File: src/rtl/sb_pkg.sv
package sb_pkg;
   localparam int SB_W    = 8;
   localparam int B_EAV   = 2;
   localparam int B_EES   = 3;
   localparam int B_MAV   = 4;
   localparam int B_ESB   = 5;
   localparam int B_REQ   = 6;

   typedef logic [SB_W-1:0] sbyte_t;

   // Bits that take part in the master summary (all but the request bit).
   localparam sbyte_t SUMMARY_MASK = ~(sbyte_t'(1) << B_REQ);

   function automatic sbyte_t place_bit(input sbyte_t base, input int pos, input logic val);
      sbyte_t r;
      r = base;
      r[pos] = val;
      return r;
   endfunction
endpackage

File: src/rtl/sb_masked_any.sv
module sb_masked_any #(
   parameter int W    = 8,
   parameter bit TREE = 1'b1
) (
   input  logic [W-1:0] vec,
   input  logic [W-1:0] msk,
   output logic         hit
);
   logic [W-1:0] both;
   assign both = vec & msk;

   generate
      if (TREE && W > 1) begin : g_tree
         localparam int LV = $clog2(W);
         localparam int P  = 1 << LV;
         for (genvar l = 0; l <= LV; l++) begin : g_lv
            logic [(P >> l)-1:0] v;
            if (l == 0) begin : g_leaf
               assign v = P'(both);
            end else begin : g_node
               for (genvar i = 0; i < (P >> l); i++) begin : g_or
                  assign v[i] = g_lv[l-1].v[2*i] | g_lv[l-1].v[2*i+1];
               end
            end
         end
         assign hit = g_lv[LV].v[0];
      end else begin : g_flat
         assign hit = |both;
      end
   endgenerate
endmodule

File: src/rtl/sb_enable_reg.sv
module sb_enable_reg #(
   parameter int           W      = 8,
   parameter logic [W-1:0] ZERO_M = '0
) (
   input  logic         clk,
   input  logic         rst_n,
   input  logic         we,
   input  logic [W-1:0] wdata,
   output logic [W-1:0] q
);
   always_ff @(posedge clk or negedge rst_n) begin
      if (!rst_n)  q <= '0;
      else if (we) q <= wdata & ~ZERO_M;
   end
endmodule

File: src/rtl/sb_req_latch.sv
module sb_req_latch (
   input  logic clk,
   input  logic rst_n,
   input  logic sum_next,
   input  logic sum_now,
   input  logic poll,
   output logic req_q
);
   logic req_d;

   always_comb begin
      if (!sum_next)     req_d = 1'b0;   // summary low: drop
      else if (!sum_now) req_d = 1'b1;   // rise wins over a poll
      else if (poll)     req_d = 1'b0;
      else               req_d = req_q;
   end

   always_ff @(posedge clk or negedge rst_n) begin
      if (!rst_n) req_q <= 1'b0;
      else        req_q <= req_d;
   end
endmodule

File: src/rtl/stb_service_req.sv
module stb_service_req
   import sb_pkg::*;
#(
   parameter int STD_W    = 8,
   parameter int EXT_W    = 16,
   parameter bit TREE_RED = 1'b1
) (
   input  logic             clk,
   input  logic             rst_n,
   input  logic             err_q_empty,
   input  logic             out_q_empty,
   input  logic [STD_W-1:0] std_evt,
   input  logic [STD_W-1:0] std_en,
   input  logic [EXT_W-1:0] ext_evt,
   input  logic [EXT_W-1:0] ext_en,
   input  logic             sre_we,
   input  logic [7:0]       sre_wdata,
   input  logic             poll_stb,
   output logic [7:0]       poll_byte,
   output logic [7:0]       query_byte,
   output logic             srq,
   output logic [7:0]       sre_value
);
   localparam sbyte_t SRE_ZERO = ~SUMMARY_MASK;

   generate
      if (STD_W < 1 || STD_W > 64) begin : g_bad_std
         $error("STD_W out of range");
      end
      if (EXT_W < 1 || EXT_W > 64) begin : g_bad_ext
         $error("EXT_W out of range");
      end
   endgenerate

   logic   ees_d, esb_d, sum_d, sum_q, req_q;
   sbyte_t st_d, st_q, sre_q;

   sb_masked_any #(.W(STD_W), .TREE(TREE_RED)) u_std (
      .vec(std_evt), .msk(std_en), .hit(esb_d));
   sb_masked_any #(.W(EXT_W), .TREE(TREE_RED)) u_ext (
      .vec(ext_evt), .msk(ext_en), .hit(ees_d));

   always_comb begin
      st_d = '0;
      st_d = place_bit(st_d, B_EAV, !err_q_empty);
      st_d = place_bit(st_d, B_EES, ees_d);
      st_d = place_bit(st_d, B_MAV, !out_q_empty);
      st_d = place_bit(st_d, B_ESB, esb_d);
   end

   sb_masked_any #(.W(SB_W), .TREE(TREE_RED)) u_sum (
      .vec(st_d), .msk(sre_q & SUMMARY_MASK), .hit(sum_d));

   sb_enable_reg #(.W(SB_W), .ZERO_M(SRE_ZERO)) u_sre (
      .clk(clk), .rst_n(rst_n), .we(sre_we), .wdata(sre_wdata), .q(sre_q));

   sb_req_latch u_req (
      .clk(clk), .rst_n(rst_n), .sum_next(sum_d), .sum_now(sum_q),
      .poll(poll_stb), .req_q(req_q));

   always_ff @(posedge clk or negedge rst_n) begin
      if (!rst_n) begin
         st_q  <= '0;
         sum_q <= 1'b0;
      end else begin
         st_q  <= st_d;
         sum_q <= sum_d;
      end
   end

   assign poll_byte  = place_bit(st_q, B_REQ, req_q);
   assign query_byte = place_bit(st_q, B_REQ, sum_q);
   assign srq        = req_q;
   assign sre_value  = sre_q;
endmodule

File: config.mk
export PLATFORM = sky130hd
export DESIGN_NAME = stb_service_req
export DESIGN_NICKNAME = d
export VERILOG_FILES = /design/src/rtl/sb_pkg.sv /design/src/rtl/sb_masked_any.sv /design/src/rtl/sb_enable_reg.sv /design/src/rtl/sb_req_latch.sv /design/src/rtl/stb_service_req.sv
export SDC_FILE = /design/constraint.sdc
export NUM_CORES = 1
export LEC_CHECK = 0
export BUFFER_PORTS_ARGS = -buffer_cell sky130_fd_sc_hd__buf_2
export CORE_MARGIN = 5
export CORE_UTILIZATION = 34
export CTS_CLUSTER_DIAMETER = 50
export CTS_CLUSTER_SIZE = 14
export DETAILED_ROUTE_END_ITERATION = 8
export GPL_TIMING_DRIVEN = 0
export PLACE_DENSITY = 0.95
export SETUP_SLACK_MARGIN = 0.2
export SYNTH_ARGS = -nofsm -noshare
export SYNTH_HDL_FRONTEND = slang
export SYNTH_SLANG_ARGS = --single-unit
File: constraint.sdc
create_clock -name clk -period 2.1 [get_ports clk]
set_input_delay 0.21 -clock clk [delete_from_list [all_inputs] [get_ports clk]]
set_output_delay 0.21 -clock clk [all_outputs]
set_load 0.05 [all_outputs]
==> qor.yml <==
critical_path:
  crit_path_end_kind: "output pin"
  crit_slowest_cell: "dfrtp_1"
  path_cells: "buf_4 -> buf_2"
  worst_path_largest_cell_delay_ns: 0.40
  r2r-end: "u_req.req_q"
  critPathRequiredTime_ns: 1.89
  cp_top_family: "flip-flops"
  reg2reg_slack_ns: 0.99
  critPathLaunchType: "flop"
  r2r_cells: 4
  path_class: "flop to output pin"
  r2r_start: "u_req.req_q"
  crit_fanout: 3
  cp_num_buf_inv: 2
  cp.arrival_ns: 1.00
die:
  fp-row-count: 16
  die_w_um: 56.2
  die_y_um: 56.2
  die_area_sq_mm: 0.00316
  io_pins: 87
  initial_core_util: 0.363
  fp.coreArea_sq_mm: 0.00200
timing:
  finalSetupTns_ns: 0
  fmax_mhz: 824
  post-route-min-period_ns: 1.21
  min_period_over_period: 0.578
  finalSetupViolCount: 0
  skew_ns: 0.00225
  holdWs_ns: 0.0964
  maxSlewViolCount: 0
  finalHoldViolCount: 0
  rsz0062_at_grt: "no"
placement:
  gp_congestion: 0.772
  port_buffers: 77
  dpl_cell_area_sq_mm: 0.00117
  dp_hpwl_um: 2180
min_path:
  min_to: "st_q[4]"
  worstHoldStart: "out_q_empty"
  hold_path_class: "input pin to flop"
  holdPathStages: 2
yosys:
  synth_area_sq_um: 726
  async_flop_share: 1.00
  ys_ff_latch: 13
  yosys_most_used_dff: "dfrtp_1"
  postSynthCellCount: 62
  synth_edf_count: 0
  ys_seq_area_frac: 0.448
  ys_warn_count: 0
  ys_types: 19
  avgSynthCellArea_sq_um: 11.7
grt:
  grt_pass1_vias: 901
  grt_pass1_wl_um: 4020
  grt_use_total: 0.165
  overflow: 0
  grt_max_degree: 14
  antenna_found_initial: 0
cells_and_area:
  fillCellCount: 185
  final_cell_mix: "buf_2 (77), buf_4 (13), dfrtp_1 (13)"
  seq_area_sq_um: 325
  antennaDiodeCount: 0
  syn_to_final_growth_pct: 65.9
  multi_input_area_sq_um: 307
  final_common_cell: "buf_2"
  final_area_sq_mm: 0.00120
  drive_above_1_share: 0.693
  finalNetCount: 213
clocking:
  cts_made_buffers: 3
  clk_pin_slew_ns: 0.07
  clockBufferDepth: 2
  cts_root_buf: "clkbuf_4"
  htree_levels: 1
  cts_tree: "built"
  insertion_delay_ns: 0.27
  cts_sinks: 13
  ctsResizeCount: 0
drt:
  drt_iter0_markers: 16
  final_antenna_net_count: 0
  wl_um: 2440
  drc: 0
  num_vias: 789
  first_pass_iters: 3
  wl_per_cell_um: 13.8
  vias_per_cell: 4.46
power_and_ir_drop:
  peakVddDrop_mv: 0.465
  p_leak_nw: 0.670
  power.density_mw_per_mm2: 644
run:
  maxCapViolations: 0
outcome:
  run_status: "completed"
[registers in the layout, indices dropped and copies added (netlist names)]
| register | count |
|---|---|
| st_q | 4 |
| sum_q | 1 |
| u_sre.q | 7 |
| u_req.req_q | 1 |
[stage by stage]
stage	setup slack, ns	util	power, mW	instances
5_1_grt	0.820	0.601	0.829	177
6_report	0.886	0.601	0.776	177
3_5_place_dp	0.738	0.583	0.632	172
3_3_place_gp	0.764	0.583	0.623	172
2_1_floorplan	0.786	-	0.522	68
4_1_cts	0.871	0.601	0.785	177
[cells in the mapped netlist, drive strengths merged, types with 2 or more instances]
cell type | instances | area share
a221oi | 4 | 0.098
a22o | 5 | 0.060
a22oi | 4 | 0.041
buf | 13 | 0.13
dfrtp | 13 | 0.45
inv | 4 | 0.021
mux2 | 5 | 0.078
nand2 | 3 | 0.016
nand4 | 2 | 0.026
o21ai | 2 | 0.014
[cells by family (layout without fill, tap and decap cells)]
| group | count (synthesis) | count (layout) | share of synthesized area |
|---|---|---|---|
| mux | 5 | 5 | 0.0776 |
| compound gates | 19 | 19 | 0.259 |
| buf+inv | 18 | 100 | 0.160 |
| flops | 13 | 13 | 0.448 |
| other cells | 1 | 7 | 0.00517 |
| simple gates | 6 | 6 | 0.0500 |
[where the power goes]
part | switching (mW) | internal, mW
Combinational | 0.217 | 0.122
Clock | 0.0746 | 0.0736
Sequential | 0.0147 | 0.274
Total | 0.306 | 0.470
[layout make-up]
cell class,count,area share
Clock buffer,4,0.0218
Timing Repair Buffer,78,0.328
Tap cell,27,0.0281
Sequential cell,13,0.270
Buffer,14,0.0842
Inverter,4,0.0125
Multi-Input combinational cell,37,0.255
[worst max path at each step]
stage | depth (start not counted) | from | to
final | 2 | sum_q | query_byte[6]
after global routing | 2 | u_req.req_q | poll_byte[6]
after floorplan | 4 | u_req.req_q | u_req.req_q
after CTS | 2 | u_req.req_q | poll_byte[6]
after global placement | 5 | ext_evt[8] | sum_q
after detailed placement | 5 | ext_evt[4] | sum_q
[metal layers]
| layer | share of wire | global-route usage | vias to the layer above |
|---|---|---|---|
| met4 | 0.016 | 0.0339 | 0 |
| met1 | 0.34 | 0.165 | 367 |
| met3 | 0.066 | 0.0603 | 5 |
| li1 | - | - | 386 |
| met5 | 0 | 0 | - |
| met2 | 0.58 | 0.319 | 31 |
[worst reg2reg max path: cells and delay by family, from the launching register on]
kind	cells	cell delay [ns]
compound gates	2	0.43
simple gates	2	0.17
flops	1	0.39
[what timing repair did]
item / in CTS / in global routing
hold buffers: 1 / 0
hold endpoints to repair: 13 / 0
setup buffers: 0 / 0
Power figures use the tool's default switching activity.
